File: config.mk
export PLATFORM = sky130hd
export DESIGN_NAME = reg_rd_arb
export DESIGN_NICKNAME = d
export VERILOG_FILES = /design/src/rtl/reg_rd_arb_pkg.sv /design/src/rtl/prio_pick.sv /design/src/rtl/or_merge.sv /design/src/rtl/rd_lane.sv /design/src/rtl/reg_rd_arb.sv
export SDC_FILE = /design/constraint.sdc
export NUM_CORES = 1
export LEC_CHECK = 0
export BUFFER_PORTS_ARGS = -buffer_cell sky130_fd_sc_hd__buf_2
export CAP_MARGIN = 25
export CORE_ASPECT_RATIO = 1.5
export CORE_MARGIN = 5
export CORE_UTILIZATION = 47
export CTS_BUF_LIST = sky130_fd_sc_hd__clkbuf_8
export DETAILED_ROUTE_END_ITERATION = 8
export GPL_TIMING_DRIVEN = 0
export HOLD_SLACK_MARGIN = 0.02
export PLACE_DENSITY = 0.88
export SLEW_MARGIN = 0
export SYNTH_ARGS = -nofsm -noshare
export SYNTH_HDL_FRONTEND = slang
export SYNTH_SLANG_ARGS = --single-unit
File: constraint.sdc
create_clock -name clk_i -period 2.15 [get_ports clk_i]
set_input_delay 0.43 -clock clk_i [delete_from_list [all_inputs] [get_ports clk_i]]
set_output_delay 0.43 -clock clk_i [all_outputs]
set_load 0.05 [all_outputs]
File: src/rtl/reg_rd_arb_pkg.sv
package reg_rd_arb_pkg;
  function automatic int unsigned num_regs(input int unsigned aw);
    return 32'd1 << aw;
  endfunction
endpackage

File: src/rtl/prio_pick.sv
module prio_pick #(
  parameter int unsigned N = 4
) (
  input  logic         clk_i,
  input  logic         rst_ni,
  input  logic [N-1:0] req_i,
  output logic [N-1:0] gnt_o,
  output logic         any_o
);
  logic found;

  always_comb begin
    gnt_o = '0;
    found = 1'b0;
    for (int i = 0; i < int'(N); i++) begin
      if (req_i[i] && !found) begin
        gnt_o[i] = 1'b1;
        found    = 1'b1;
      end
    end
  end

  assign any_o = found;


  gnt_onehot_chk: assert property (@(posedge clk_i) disable iff (!rst_ni)
    $onehot0(gnt_o));


  low_wins_chk: assert property (@(posedge clk_i) disable iff (!rst_ni)
    req_i[0] |-> gnt_o[0]);
endmodule

File: src/rtl/or_merge.sv
module or_merge #(
  parameter int unsigned N = 4,
  parameter int unsigned W = 8
) (
  input  logic [N-1:0][W-1:0] in_i,
  output logic [W-1:0]        out_o
);
  always_comb begin
    out_o = '0;
    for (int i = 0; i < int'(N); i++) out_o |= in_i[i];
  end
endmodule

File: src/rtl/rd_lane.sv
module rd_lane #(
  parameter int unsigned ADDR_W = 5,
  parameter int unsigned DATA_W = 16,
  parameter bit          UNARY  = 1'b0,
  parameter int unsigned NREG   = 32
) (
  input  logic              clk_i,
  input  logic              rst_ni,
  input  logic              req_i,
  input  logic              sel_i,
  input  logic              flag_i,
  input  logic [ADDR_W-1:0] num_i,
  input  logic              gnt_i,
  input  logic [DATA_W-1:0] data_i,
  output logic              pick_o,
  output logic              go_o,
  output logic [ADDR_W-1:0] addr_o,
  output logic [NREG-1:0]   onehot_o,
  output logic [DATA_W-1:0] operand_o
);
  logic dly_q;

  // delayed grant masks the slot out of the picker
  assign pick_o = req_i & sel_i & flag_i & ~dly_q;
  assign go_o   = dly_q;

  always_ff @(posedge clk_i or negedge rst_ni) begin
    if (!rst_ni) dly_q <= 1'b0;
    else         dly_q <= gnt_i;
  end

  always_ff @(posedge clk_i or negedge rst_ni) begin
    if (!rst_ni)    operand_o <= '0;
    else if (dly_q) operand_o <= data_i;
  end

  generate
    if (UNARY) begin : g_unary
      assign addr_o   = '0;
      assign onehot_o = gnt_i ? (NREG'(1) << num_i) : '0;
    end else begin : g_binary
      assign addr_o   = gnt_i ? num_i : '0;
      assign onehot_o = '0;
    end
  endgenerate


  mask_chk: assert property (@(posedge clk_i) disable iff (!rst_ni)
    go_o |-> !gnt_i);


  go_follow_chk: assert property (@(posedge clk_i) disable iff (!rst_ni)
    gnt_i |=> go_o);


  capture_chk: assert property (@(posedge clk_i) disable iff (!rst_ni)
    go_o |=> (operand_o == $past(data_i)));


  hold_chk: assert property (@(posedge clk_i) disable iff (!rst_ni)
    !go_o |=> $stable(operand_o));
endmodule

File: src/rtl/reg_rd_arb.sv
module reg_rd_arb #(
  parameter int unsigned NUM_REQ = 4,
  parameter int unsigned ADDR_W  = 5,
  parameter int unsigned DATA_W  = 16,
  parameter bit          UNARY   = 1'b0,
  localparam int unsigned NREG   = reg_rd_arb_pkg::num_regs(ADDR_W)
) (
  input  logic                        clk_i,
  input  logic                        rst_ni,
  input  logic [NUM_REQ-1:0]          rd_req_i,
  input  logic [NUM_REQ-1:0]          unit_sel_i,
  input  logic [NUM_REQ-1:0]          rd_flag_i,
  input  logic [NUM_REQ*ADDR_W-1:0]   reg_num_i,
  output logic [ADDR_W-1:0]           port_addr_o,
  output logic                        port_ren_o,
  output logic [NREG-1:0]             port_onehot_o,
  input  logic [DATA_W-1:0]           port_data_i,
  output logic [NUM_REQ-1:0]          go_rd_o,
  output logic [NUM_REQ*DATA_W-1:0]   operand_o
);
  logic [NUM_REQ-1:0]             pick;
  logic [NUM_REQ-1:0]             gnt;
  logic                           any_gnt;
  logic [NUM_REQ-1:0][ADDR_W-1:0] addr_arr;
  logic [NUM_REQ-1:0][NREG-1:0]   oh_arr;

  prio_pick #(.N(NUM_REQ)) u_pick (
    .clk_i (clk_i),
    .rst_ni(rst_ni),
    .req_i (pick),
    .gnt_o (gnt),
    .any_o (any_gnt)
  );

  for (genvar i = 0; i < int'(NUM_REQ); i++) begin : g_lane
    rd_lane #(
      .ADDR_W(ADDR_W), .DATA_W(DATA_W), .UNARY(UNARY), .NREG(NREG)
    ) u_lane (
      .clk_i    (clk_i),
      .rst_ni   (rst_ni),
      .req_i    (rd_req_i[i]),
      .sel_i    (unit_sel_i[i]),
      .flag_i   (rd_flag_i[i]),
      .num_i    (reg_num_i[i*ADDR_W +: ADDR_W]),
      .gnt_i    (gnt[i]),
      .data_i   (port_data_i),
      .pick_o   (pick[i]),
      .go_o     (go_rd_o[i]),
      .addr_o   (addr_arr[i]),
      .onehot_o (oh_arr[i]),
      .operand_o(operand_o[i*DATA_W +: DATA_W])
    );
  end

  or_merge #(.N(NUM_REQ), .W(ADDR_W)) u_addr_or (
    .in_i (addr_arr),
    .out_o(port_addr_o)
  );

  or_merge #(.N(NUM_REQ), .W(NREG)) u_oh_or (
    .in_i (oh_arr),
    .out_o(port_onehot_o)
  );

  assign port_ren_o = any_gnt;


  idle_chk: assert property (@(posedge clk_i) disable iff (!rst_ni)
    ((rd_req_i & unit_sel_i & rd_flag_i) == '0) |-> !port_ren_o);


  go_onehot_chk: assert property (@(posedge clk_i) disable iff (!rst_ni)
    $onehot0(go_rd_o));


  oh_count_chk: assert property (@(posedge clk_i) disable iff (!rst_ni)
    (UNARY && port_ren_o) |-> ($countones(port_onehot_o) == 1));
endmodule

==> flow_metrics.env <==
export IMPL_synth_cell_area_um2=2990
export IMPL_antenna_left=0
export IMPL_critical_path_max_fanout=6
export IMPL_grtUsageTotal_pct=20.0
export IMPL_drt_pass1_iter_count=4
export IMPL_route_final_wire_length_mm=7.96
export IMPL_fp_dieW_um=75.1
export IMPL_arrival_time_worst_endpoint_ns=1.82
export IMPL_global_route_wire_length_before_repair_mm=12.1
export IMPL_cts_reportedPaths_clkPinSlew_ns=0.08
export IMPL_cts_root_to_sink_buffers=2
export IMPL_synth_top_cells_by_count="sky130_fd_sc_hd__dfrtp_1 (68), sky130_fd_sc_hd__mux2_2 (64), sky130_fd_sc_hd__buf_4 (37), sky130_fd_sc_hd__nor2_1 (7), sky130_fd_sc_hd__buf_2 (6)"
export IMPL_synth_distinct_cells=17
export IMPL_violations="setup timing"
export IMPL_final_period_utilization_pct=105
export IMPL_cpLargestDelayFamily="compound AO/OA/AOI/OAI gates"
export IMPL_drt_iter0_markers=40
export IMPL_cp_buffers_inverters=3
export IMPL_netlist_top_cells_area="sky130_fd_sc_hd__dfrtp_1 (57%), sky130_fd_sc_hd__mux2_2 (24%), sky130_fd_sc_hd__buf_4 (9.3%)"
export IMPL_cts_root_buf="sky130_fd_sc_hd__clkbuf_8"
export IMPL_fp_dieArea_um2=8090
export IMPL_finalClockSkew_ns=0.00531
export IMPL_die_h_um=108
export IMPL_io_pin_count=156
export IMPL_synthDominantCellAreaShare_pct=56.9
export IMPL_critical_path_top_cell_by_count="sky130_fd_sc_hd__buf_6"
export IMPL_drcViolationCount=0
export IMPL_post_drt_wl_per_cell_um=17.1
export IMPL_cts_tree="yes"
export IMPL_power_per_cell_area_nw_per_um2=1100
export IMPL_num_nets_final=436
export IMPL_avg_vias_per_cell=4.77
export IMPL_cp_end_kind="output port"
export IMPL_timing_hold_ws_ns=0.0872
export IMPL_worst_ep_required_time_ns=1.72
export IMPL_final_number_of_hold_violating_endpoints=0
export IMPL_layout_cells_sized_above_1_pct=71.4
export IMPL_crit_chain="and4b_1 > buf_6 > buf_4 > a221oi_4 > o2bb2ai_4 > buf_6"
export IMPL_place_port_buffers=123
export IMPL_postLayoutSetupSlackWorst_ns=-0.0991
export IMPL_pin_count_of_the_biggest_net_entering_global_routing=44
export IMPL_cts_buffers=9
export IMPL_yosys_area_top_type="sky130_fd_sc_hd__dfrtp_1"
export IMPL_cts_hold_repair_buffers=0
export IMPL_max_cap_violations=0
export IMPL_synth_ff_latch_count=68
export IMPL_worst_hold_path_type="primary input to async pin"
export IMPL_syn_area_per_cell_um2=14.6
export IMPL_post_synth_top_count_cell="sky130_fd_sc_hd__dfrtp_1"
export IMPL_leakage_power_nw=2.20
export IMPL_timing_final_setup_violations=5
export IMPL_synth_enable_flop_cells=0
export IMPL_period_minus_slack_ns=2.25
export IMPL_num_vias=2218
export IMPL_design_core_area_um2=6170
export IMPL_synth_async_sr_flop_share_pct=100
export IMPL_critPathLaunchType="register"
export IMPL_latest_clock_arrival_within_the_worst_skew_pair_ns=0.33
export IMPL_unrepaired_setup_endpoints_after_global_routing="yes"
export IMPL_clkSinkCount=68
export IMPL_yosysSeqAreaShare_pct=56.9
export IMPL_total_power_w=0.00471
export IMPL_initial_antenna_violation_count=0
export IMPL_internal_power_w=0.00254
export IMPL_start_util_pct=48.4
export IMPL_first_global_vias=2326
export IMPL_area_delta_synth_final_pct=43.3
export IMPL_switchingPower_w=0.00217
export IMPL_clock_fmax_mhz=445
export IMPL_ir_worst_vdd_v=0.000897
export IMPL_timing_final_max_slew_violations=0
export IMPL_power_frac_comb_pct=44.1
export IMPL_synthFlopType="sky130_fd_sc_hd__dfrtp_1"
export IMPL_grt_remaining_overflow=0
export IMPL_slowest_delay_ns=0.39
export IMPL_crit_slowest_cell="sky130_fd_sc_hd__dfrtp_1"
export IMPL_number_of_levels_in_the_clock_h_tree=3
export IMPL_synthesis_yosys_warnings=0
export IMPL_fp_row_count=35
export IMPL_detailed_placement_wirelength_estimate_mm=5.87
export IMPL_netSwitchingFraction_pct=46.1
export IMPL_postSynthCellCount=205
export IMPL_clockPowerShare_pct=19.6
export IMPL_outcome="finished with violations"
export IMPL_n_antenna_cell=0
export IMPL_gp_routability_congestion=0.688
export IMPL_worst_pin_slew_ns=0.577
export IMPL_postLayoutCoreUtil_pct=69.4
export IMPL_kind_of_critical_path="register to output port"
export IMPL_relSlewSlack_pct=61.5
export IMPL_power_sequential_fraction_pct=36.3
[power groups by stage]
stage / logic [W] / clock network, W / registers (W)
CTS: 0.00208 / 0.000958 / 0.00171
finish: 0.00208 / 0.000922 / 0.00171
detailed placement: 0.00204 / 0 / 0.00173
floorplan: 0.000533 / 0 / 0.00273
global route: 0.00217 / 0.00102 / 0.00175
global placement: 0.00201 / 0 / 0.00171
[path summary, 6_finish.rpt]
check / start / cells past startpoint / to / slack (ns)
worst max-delay path: g_lane[1].u_lane.go_o$_DFF_PN0_ / 6 / port_addr_o[1] / -0.1
worst min-delay path: rst_ni / 1 / g_lane[3].u_lane.operand_o[6]$_DFFE_PN0P_ / 0.09
worst max register to register: g_lane[0].u_lane.go_o$_DFF_PN0_ / 4 / g_lane[0].u_lane.operand_o[13]$_DFFE_PN0P_ / 0.76
worst min register to register: g_lane[3].u_lane.operand_o[8]$_DFFE_PN0P_ / 1 / g_lane[3].u_lane.operand_o[8]$_DFFE_PN0P_ / 0.50
max in group asynchronous: rst_ni / 2 / g_lane[1].u_lane.operand_o[0]$_DFFE_PN0P_ / 1.43
min in group clk_i: port_data_i[8] / 2 / g_lane[3].u_lane.operand_o[8]$_DFFE_PN0P_ / 0.36
[state kept, by name, summed over array words and instances, names as in the netlist]
name	cells
g_lane.u_lane.go_o	4
g_lane.u_lane.operand_o	64
[repair_timing]
| item | CTS | global route |
|---|---|---|
| resized for setup | 23 | 5 |
| buffers inserted | 8 | 8 |
| hold endpoints to repair | 0 | 0 |
| pin swaps | 8 | 4 |
| endpoints found under the setup margin | 5 | 5 |
[logic make-up (layout without fill, tap and decap cells)]
family / after synthesis / in the layout / synth area share, %
DFF: 68 / 68 / 56.9
muxes: 64 / 64 / 24.1
buffers and inverters: 46 / 201 / 11.2
and+or+nand+nor: 16 / 16 / 4.73
AOI/OAI and AO/OA: 10 / 10 / 2.93
other: 1 / 32 / 0.125
[routing by layer]
layer,routed length [um],up-vias,track usage [%]
met4,60,0,5.73
li1,-,1014,-
met1,2660,1077,21.8
met2,4270,120,35.8
met3,965,7,6.82
met5,0,-,0
[metrics by stage]
step                instances  setup slack [ns]  instance area, um^2  setup TNS, ns
floorplan                 236             0.251                 3140              0
global placement          433            0.0146                 3840              0
detailed placement        434           -0.0316                 3860        -0.0374
CTS                       458            -0.168                 4200         -0.648
global route              465            -0.195                 4280         -0.944
finish                    465           -0.0991                 4280         -0.443
[final cells by class]
cell class | count | area, um^2
timing repair buffer | 140 | 798
sequential | 68 | 1700
buffer | 44 | 335
clock buffer | 9 | 124
inverter | 1 | 7.51
tap | 74 | 92.6
fill | 433 | 1890
clock inverter | 7 | 52.6
multi-input combinational | 122 | 1170
[cells in the final DEF (no fill, tap or decap), types with 2 or more instances in the layout]
cell / Yosys / layout
sky130_fd_sc_hd__buf_2: 6 / 122
sky130_fd_sc_hd__dfrtp_1: 68 / 68
sky130_fd_sc_hd__mux2_2: 64 / 64
sky130_fd_sc_hd__buf_4: 37 / 50
sky130_fd_sc_hd__conb_1: 1 / 32
sky130_fd_sc_hd__buf_6: 2 / 10
sky130_fd_sc_hd__clkbuf_8: 0 / 9
sky130_fd_sc_hd__nor2_1: 7 / 7
sky130_fd_sc_hd__clkinvlp_4: 0 / 4
sky130_fd_sc_hd__a221oi_2: 0 / 4
sky130_fd_sc_hd__o2bb2ai_2: 0 / 3
sky130_fd_sc_hd__nand4b_1: 2 / 2
sky130_fd_sc_hd__nand4b_4: 2 / 2
sky130_fd_sc_hd__o2bb2ai_4: 0 / 2
sky130_fd_sc_hd__inv_6: 0 / 2
Note: power is estimated with default switching activity, not from simulation.
